**config.mk**
```make
export PLATFORM = sky130hd
export DESIGN_NAME = gpio_kbw_port
export DESIGN_NICKNAME = d
export VERILOG_FILES = /design/src/rtl/gpio_kbw_pkg.sv /design/src/rtl/gpio_rst_sync.sv /design/src/rtl/gpio_pin_sync.sv /design/src/rtl/gpio_regs.sv /design/src/rtl/gpio_pad_ctrl.sv /design/src/rtl/gpio_kbw_port.sv
export SDC_FILE = /design/constraint.sdc
export NUM_CORES = 1
export LEC_CHECK = 0
export ABC_AREA = 1
export BUFFER_PORTS_ARGS = -buffer_cell sky130_fd_sc_hd__buf_2
export CAP_MARGIN = 20
export CELL_PAD_IN_SITES_DETAIL_PLACEMENT = 0
export CELL_PAD_IN_SITES_GLOBAL_PLACEMENT = 1
export CORE_MARGIN = 2
export CORE_UTILIZATION = 30
export CTS_CLUSTER_SIZE = 40
export DETAILED_ROUTE_END_ITERATION = 10
export PLACE_DENSITY_LB_ADDON = 0.3
export RECOVER_POWER = 100
export SYNTH_ARGS = -nofsm -noshare
export SYNTH_HDL_FRONTEND = slang
export SYNTH_HIERARCHICAL = 1
export SYNTH_SLANG_ARGS = --single-unit
```
**constraint.sdc**
```tcl
create_clock -name clk -period 1.2 [get_ports clk]
set_clock_uncertainty 0.1 [all_clocks]
set_input_delay 0.06 -clock clk [delete_from_list [all_inputs] [get_ports clk]]
set_output_delay 0.06 -clock clk [all_outputs]
set_load 0.03 [all_outputs]
```
**src/rtl/gpio_kbw_pkg.sv**
```systemverilog
package gpio_kbw_pkg;
  localparam int unsigned GPIO_W   = 8;
  localparam int unsigned KBW_LO   = 1;
  localparam int unsigned KBW_N    = 6;
  localparam int unsigned ADDR_W   = 3;
  localparam int unsigned LAT_OFS  = 0;
  localparam int unsigned DIR_OFS  = 4;
endpackage

```
**src/rtl/gpio_rst_sync.sv**
```systemverilog
module gpio_rst_sync (
  input  logic clk,
  input  logic rst_n,
  output logic rst_sync_n
);
  logic q1, q2;

  always_ff @(posedge clk or negedge rst_n) begin
    if (!rst_n) begin
      q1 <= 1'b0;
      q2 <= 1'b0;
    end else begin
      q1 <= 1'b1;
      q2 <= q1;
    end
  end

  assign rst_sync_n = q2;
endmodule

```
**src/rtl/gpio_pin_sync.sv**
```systemverilog
module gpio_pin_sync #(
  parameter int unsigned W = 8
) (
  input  logic         clk,
  input  logic         rst_n,
  input  logic [W-1:0] pin_async,
  output logic [W-1:0] pin_sync
);
  logic [W-1:0] s1_q, s2_q;

  always_ff @(posedge clk or negedge rst_n) begin
    if (!rst_n) begin
      s1_q <= '0;
      s2_q <= '0;
    end else begin
      s1_q <= pin_async;
      s2_q <= s1_q;
    end
  end

  assign pin_sync = s2_q;

  // second stage follows the first one edge later
  assert_sync_stage_R8: assert property (@(posedge clk) disable iff (!rst_n)
    s2_q == $past(s1_q));
endmodule

```
**src/rtl/gpio_regs.sv**
```systemverilog
module gpio_regs #(
  parameter int unsigned W       = 8,
  parameter int unsigned AW      = 3,
  parameter int unsigned LAT_A   = 0,
  parameter int unsigned DIR_A   = 4
) (
  input  logic          clk,
  input  logic          rst_n,
  input  logic          wr,
  input  logic [AW-1:0] addr,
  input  logic [W-1:0]  wdata,
  output logic [W-1:0]  lat_q,
  output logic [W-1:0]  dir_q
);
  localparam logic [AW-1:0] LatSel = AW'(LAT_A);
  localparam logic [AW-1:0] DirSel = AW'(DIR_A);

  logic         lat_we, dir_we;
  logic [W-1:0] lat_d, dir_d;

  always_comb begin
    lat_we = wr && (addr == LatSel);
    dir_we = wr && (addr == DirSel);
    lat_d  = wdata;
    dir_d  = wdata;
  end

  // Output latch: deliberately without reset
  always_ff @(posedge clk) begin
    if (lat_we) lat_q <= lat_d;
  end

  always_ff @(posedge clk or negedge rst_n) begin
    if (!rst_n)      dir_q <= '0;
    else if (dir_we) dir_q <= dir_d;
  end

  assert_lat_write_R3: assert property (@(posedge clk) disable iff (!rst_n)
    (wr && addr == LatSel) |=> lat_q == $past(wdata));
  assert_dir_write_R3: assert property (@(posedge clk) disable iff (!rst_n)
    (wr && addr == DirSel) |=> dir_q == $past(wdata));
  // a write elsewhere leaves the direction register alone
  assert_dir_hold_R9: assert property (@(posedge clk) disable iff (!rst_n)
    !(wr && addr == DirSel) |=> $stable(dir_q));
endmodule

```
**src/rtl/gpio_pad_ctrl.sv**
```systemverilog
module gpio_pad_ctrl #(
  parameter int unsigned W     = 8,
  parameter int unsigned AW    = 3,
  parameter int unsigned KLO   = 1,
  parameter int unsigned KN    = 6,
  parameter int unsigned LAT_A = 0,
  parameter int unsigned DIR_A = 4
) (
  input  logic          clk,
  input  logic          rst_n,
  input  logic [W-1:0]  lat_q,
  input  logic [W-1:0]  dir_q,
  input  logic [W-1:0]  pin_s,
  input  logic [KN-1:0] kbw_en,
  input  logic [AW-1:0] addr,
  output logic [W-1:0]  pad_out,
  output logic [W-1:0]  pad_oe,
  output logic [W-1:0]  pad_pu,
  output logic [W-1:0]  rdata
);
  localparam logic [AW-1:0] LatSel = AW'(LAT_A);
  localparam logic [AW-1:0] DirSel = AW'(DIR_A);

  logic [W-1:0] kb_full;
  logic [W-1:0] pin_view;

  for (genvar i = 0; i < W; i++) begin : g_pin
    if (i >= KLO && i < KLO + KN) begin : g_kbw
      assign kb_full[i] = kbw_en[i-KLO];
    end else begin : g_plain
      assign kb_full[i] = 1'b0;
    end
    assign pin_view[i] = dir_q[i] ? lat_q[i] : pin_s[i];
  end

  always_comb begin
    pad_out = lat_q;
    pad_oe  = dir_q & ~kb_full;
    pad_pu  = kb_full;
    case (addr)
      LatSel:  rdata = pin_view;
      DirSel:  rdata = dir_q;
      default: rdata = '0;
    endcase
  end

  assert_kbw_override_R5: assert property (@(posedge clk) disable iff (!rst_n)
    (pad_oe & pad_pu) == '0);
  assert_oe_dir_R4: assert property (@(posedge clk) disable iff (!rst_n)
    (pad_oe & ~dir_q) == '0);
endmodule

```
**src/rtl/gpio_kbw_port.sv**
```systemverilog
module gpio_kbw_port
  import gpio_kbw_pkg::*;
#(
  parameter int unsigned W     = GPIO_W,
  parameter int unsigned AW    = ADDR_W,
  parameter int unsigned KLO   = KBW_LO,
  parameter int unsigned KN    = KBW_N,
  parameter int unsigned LAT_A = LAT_OFS,
  parameter int unsigned DIR_A = DIR_OFS
) (
  input  logic          clk,
  input  logic          rst_n,
  input  logic          bus_wr,
  input  logic [AW-1:0] bus_addr,
  input  logic [W-1:0]  bus_wdata,
  output logic [W-1:0]  bus_rdata,
  input  logic [W-1:0]  pin_in,
  input  logic [KN-1:0] kbw_en,
  output logic [W-1:0]  pad_out,
  output logic [W-1:0]  pad_oe,
  output logic [W-1:0]  pad_pu
);
  logic         rst_i_n;
  logic [W-1:0] lat_q, dir_q, pin_s;

  gpio_rst_sync u_rst (.clk(clk), .rst_n(rst_n), .rst_sync_n(rst_i_n));

  gpio_pin_sync #(.W(W)) u_sync (
    .clk(clk), .rst_n(rst_i_n), .pin_async(pin_in), .pin_sync(pin_s));

  gpio_regs #(.W(W), .AW(AW), .LAT_A(LAT_A), .DIR_A(DIR_A)) u_regs (
    .clk(clk), .rst_n(rst_i_n), .wr(bus_wr), .addr(bus_addr),
    .wdata(bus_wdata), .lat_q(lat_q), .dir_q(dir_q));

  gpio_pad_ctrl #(.W(W), .AW(AW), .KLO(KLO), .KN(KN),
                  .LAT_A(LAT_A), .DIR_A(DIR_A)) u_pad (
    .clk(clk), .rst_n(rst_i_n), .lat_q(lat_q), .dir_q(dir_q),
    .pin_s(pin_s), .kbw_en(kbw_en), .addr(bus_addr),
    .pad_out(pad_out), .pad_oe(pad_oe), .pad_pu(pad_pu),
    .rdata(bus_rdata));

  // on the edge where internal reset is seen released, no pin drives
  assert_reset_oe_R1: assert property (@(posedge clk) disable iff (!rst_n)
    $rose(rst_i_n) |-> pad_oe == '0);
  // the pad value never lags the latch
  assert_pad_tracks_R7: assert property (@(posedge clk) disable iff (!rst_i_n)
    (bus_wr && bus_addr == AW'(LAT_A)) |=> pad_out == $past(bus_wdata));
endmodule

```
Word level (Yosys, flattened, before mapping)
Cells that the tools add are included.
- register bits after elaboration: 34
- bits in latches: 0
- bits in writable memories: 0
- bits in read-only memories: 0
- input bits: 28
- output and inout bits: 32
- word-level logic and storage cells: 21
- memories kept: 0
- add/subtract/negate cells: 0
- multipliers: 0
- div/mod/pow operators: 0
- order comparisons: 0
- equal/unequal tests: 1
- shifts and indexed selects: 0
- multiplexer cells: 9
- bitwise operators: 2
- reductions and logical operators: 3
- operators by type and width (operator ; number):
    8-bit one-hot mux with 2 select lines ; 1
    8-bit bitwise AND ; 1
    1-bit two-way mux ; 8
    7-bit NOT with 8-bit output ; 1
    3-bit equality test, second input constant ; 1
    3-bit zero test ; 1
    1-bit logical AND ; 2

Longest topological paths before layout
- depth in word-level cells: 2
- depth in mapped cells: 5
- depth with buffers taken out: 5

By module
The synthesis kept the hierarchy.
- by module, submodules not included (module ; times used ; cells an instance ; area an instance (sq um) ; seq. area each (sq um)):
    gpio_regs ; 1 ; 46 ; 588.1 ; 440.4
    gpio_pad_ctrl ; 1 ; 87 ; 421.7 ; 0.0
    gpio_pin_sync ; 1 ; 16 ; 400.4 ; 400.4
    gpio_rst_sync ; 1 ; 3 ; 53.8 ; 50.0

Worst setup path before layout
No wires, ideal clock.
- kind: input port to flip-flop
- start point: input port bus_addr[1]
- end point: register u_regs.lat_q[0], enable pin
- setup time: 0.371 ns
- arrival time: 0.646 ns
- required time: 0.729 ns
- path slack: 0.082 ns
- cell stages on the path: 3
- buffers on the path: 0
- cell sequence: nor2_8 -> nand2_1 -> nor2_1
- longest elaborated chain between the ends: 2
- ends and longest elaborated chain (element ; line ; text):
    start, declared ; gpio_kbw_port.sv:14 ; input logic [AW-1:0] bus_addr,
    3-bit zero test ; gpio_regs.sv:22 ; lat_we = wr && (addr == LatSel);
    1-bit logical AND ; gpio_regs.sv:22 ;
    via u_regs.lat_we ; gpio_regs.sv:18 ; logic lat_we, dir_we;
    end signal, assigned ; gpio_regs.sv:30 ; if (lat_we) lat_q <= lat_d;
    end, declared ; gpio_regs.sv:12 ; output logic [W-1:0] lat_q,
The timed path passes the listed nets, and every way through them passes these cells.
A chain may end at the register's enable or synchronous reset.

Final worst setup path
- start point: register u_regs.dir_q[5]
- end point: output port bus_rdata[5]
- longest elaborated chain between the ends: 2
- ends and longest elaborated chain (element ; line ; text):
    start, declared ; gpio_regs.sv:13 ; output logic [W-1:0] dir_q
    start signal, assigned ; gpio_regs.sv:35 ; else if (dir_we) dir_q <= dir_d;
    1-bit two-way mux ; gpio_pad_ctrl.sv:33 ; assign pin_view[i] = dir_q[i] ? lat_q[i] : pin_s[i];
    8-bit one-hot mux with 2 select lines * ; gpio_pad_ctrl.sv:40 ; case (addr)
    end, declared ; gpio_kbw_port.sv:16 ; output logic [W-1:0] bus_rdata,
Mark *: on every way between the ends. The rest lies on a longest branch, timed or not.

==> flow_metrics.tcl <==
set metrics [dict create \
    outcome "complete, but fails checks" \
    violations "negative setup slack" \
    io_pins 60 \
    wl_per_cell_um 10.4 \
    die_w_um 73.9 \
    cts-root-buf "clkbuf_8" \
    ys.flop_type "dfrtp_1" \
    synth_top_area_cell "dfrtp_1" \
    cts.sinks 34 \
    clk_path_buf_depth 2 \
    rsz0062_at_grt "yes" \
    place.gp.congestion 0.676 \
    cp_num_cells 6 \
    rr_startpoint "u_regs/dir_q[0]" \
    clk_latency_ns 0.28 \
    htree_levels 2 \
    cp-startpoint "u_regs/dir_q[5]" \
    power_density_nw_per_um2 1470 \
    crit_family "flip-flops" \
    r2r_end "u_regs/dir_q[0]" \
    finalSetupTns_ns -0.701 \
    crit_type "reg2out" \
    place_ws_ns 0.116 \
    critPathLaunchType "flip-flop" \
    design_area_um2 2230 \
    synthSimpleGateAreaFrac_pct 25.7 \
    synth_top_family_by_area "simple AND/OR/NAND/NOR gates" \
    drive_above_1_share_pct 35.2 \
    routed_wirelength_um 3150 \
    grt_max_degree 13 \
    synth-seq-cells 34 \
    synthAdderAreaFrac_pct 0 \
    path_max_fanout 4 \
    dp_hpwl_um 2140 \
    vias_per_cell 4.06 \
    reg2regPathDepth 5 \
    syn_area_um2 1460 \
    core_um2 4720 \
    drtIter0Drc 62 \
    critPathArrivalTime_ns 1.15 \
    drtAntennaViolNets 0 \
    leakage_nw 1.12 \
    yosysWarnings 6 \
    ys_types 14 \
    grt_pass1_vias 1084 \
    synthCells 152 \
    row_count 25 \
    grt_pass1_wl_um 4930 \
    synthToLayoutAreaGrowth_pct 52.1 \
    path_buf_inv 2 \
    synthArstFlopShare_pct 76.5 \
    grt_antenna_before_repair 0 \
    yosysMostFrequentCell "nand2_1" \
    cts_tree "built" \
    vias 1230 \
    tightestPinTransition_ns 0.668 \
    timing.final.crit_period_ns 1.31 \
    maxCapViolCount 0 \
    die-area_um2 5450 \
    power_mw 3.28 \
    synth_top_area_share_pct 44.4 \
    cp_common_cell "nand2_1" \
    first_pass_iters 4 \
    setup_viol 9 \
    placed_area_um2 1740 \
    finalHoldViolations 0 \
    synth_xor_area_share_pct 0 \
    antenna_cells 0 \
    fmax_mhz 766 \
    max_stage_delay_ns 0.42 \
    io_buffers 57 \
    synth_area_leaders "dfrtp_1 44%, edfxtp_1 16%, nand2_1 15%" \
    grt_usage_pct 12.6 \
    synth_commonest_cells "59 x nand2_1, 26 x dfrtp_1, 18 x buf_4" \
    peakVddDrop_uv 639 \
    r2r_setup_slack_ns 0.10 \
    postLayoutCoreUtil_pct 47.2 \
    cp-end-kind "output pin" \
    max_slew_margin_pct 55.4 \
    cp_slowest_cell "dfrtp_1" \
    period_share_pct 109 \
    route.detailed.drc 0 \
    worstHoldPathType "in2reg" \
    synth_compound_area_share_pct 0 \
    required_ns 1.04 \
    yosys-mux-area-fraction_pct 0 \
    synth_edf_count 8 \
    cts_buffers 5 \
    path_clk_slew_ns 0.07 \
    overflow 0 \
    start_util_pct 31.0 \
    worstSetupEndpoint "bus_rdata[5]" \
    die-height_um 73.9 \
    synth_seq_area_share_pct 60.9 \
    slew_violations 0 \
    setup_ws_ns -0.105 \
    synth.avg_cell_area_um2 9.63 \
    path_cells "inv_2, nand2_1, nand2_1, nand2_1, nand2_1, buf_6" \
    fin_nets 263 \
]
-- state kept, by name (all words and copies together), names as in the netlist --
register and count:
u_regs/dir_q 8, u_regs/lat_q 8, u_sync/pin_sync 8, u_sync/s1_q 8, u_rst/q1 1, u_rst/rst_sync_n 1
-- cell type report --
cell class / count / area [um^2]
Clock buffer: 5 / 68.8
Clock inverter: 3 / 63.8
Fill cell: 471 / 2500
Inverter: 11 / 42.5
Multi-Input combinational cell: 89 / 420
Sequential cell: 34 / 891
Tap cell: 67 / 83.8
Timing Repair Buffer: 94 / 657
-- tightest hold or removal path, cell delays in order --
cell,delay [ns]
buf_2,0.09
nand2_1,0.05
clkinv_2,0.14
nand3_1,0.09
nand2_1,0.06
-- metal layers --
layer  global-route usage [%]  vias up  wire length [um]
met5                        0        -                 0
met4                     6.06        0                63
met3                     4.25        6               217
met2                     18.6       45              1430
met1                     16.6      564              1440
li1                         -      615                 -
-- kinds of logic after synthesis --
group,Yosys count
other cells,2
simple gates,86
flops,34
buf+inv,30
-- where the power goes --
group          switching [mW]  internal, mW
clock                   0.395         0.821
sequential             0.0629          1.27
combinational           0.403         0.324
-- what timing repair did --
action                                  4_1_cts  5_1_grt
buffers inserted                              5        7
resized for setup                            20       28
hold buffers                                 18        0
endpoints found under the hold margin        26        0
endpoints found under the setup margin        9       13
pin swaps                                     4        9
-- placed cells by master (no fill, tap or decap), drive strengths merged --
master	count
edfxtp	8
nand2	60
clkbuf	39
inv	10
bufinv	2
conb	3
dlygate4sd3	18
buf	42
nand3	16
dfrtp	26
clkinv	2
nor2	10
-- worst min path at each step --
stage                          start         endpoint  slack (ns)  cells after the start
floorplan                      rst_n         u_rst/q1       -0.34                      0
global placement               rst_n         u_rst/q1       -0.25                      1
detailed placement             rst_n         u_rst/q1       -0.25                      1
CTS                 u_rst/rst_sync_n   u_sync/s1_q[5]        0.11                      1
global route                  bus_wr  u_regs/dir_q[4]        0.17                      5
finish                        bus_wr  u_regs/dir_q[3]        0.14                      5
-- per-stage QoR --
step / hold slack [ns] / std cells
after CTS: 0.109 / 296
after global routing: 0.165 / 303
after floorplan: -0.336 / 153
after detailed placement: -0.253 / 265
after global placement: -0.253 / 265
final: 0.140 / 303
(Power assumes the default switching activity.)
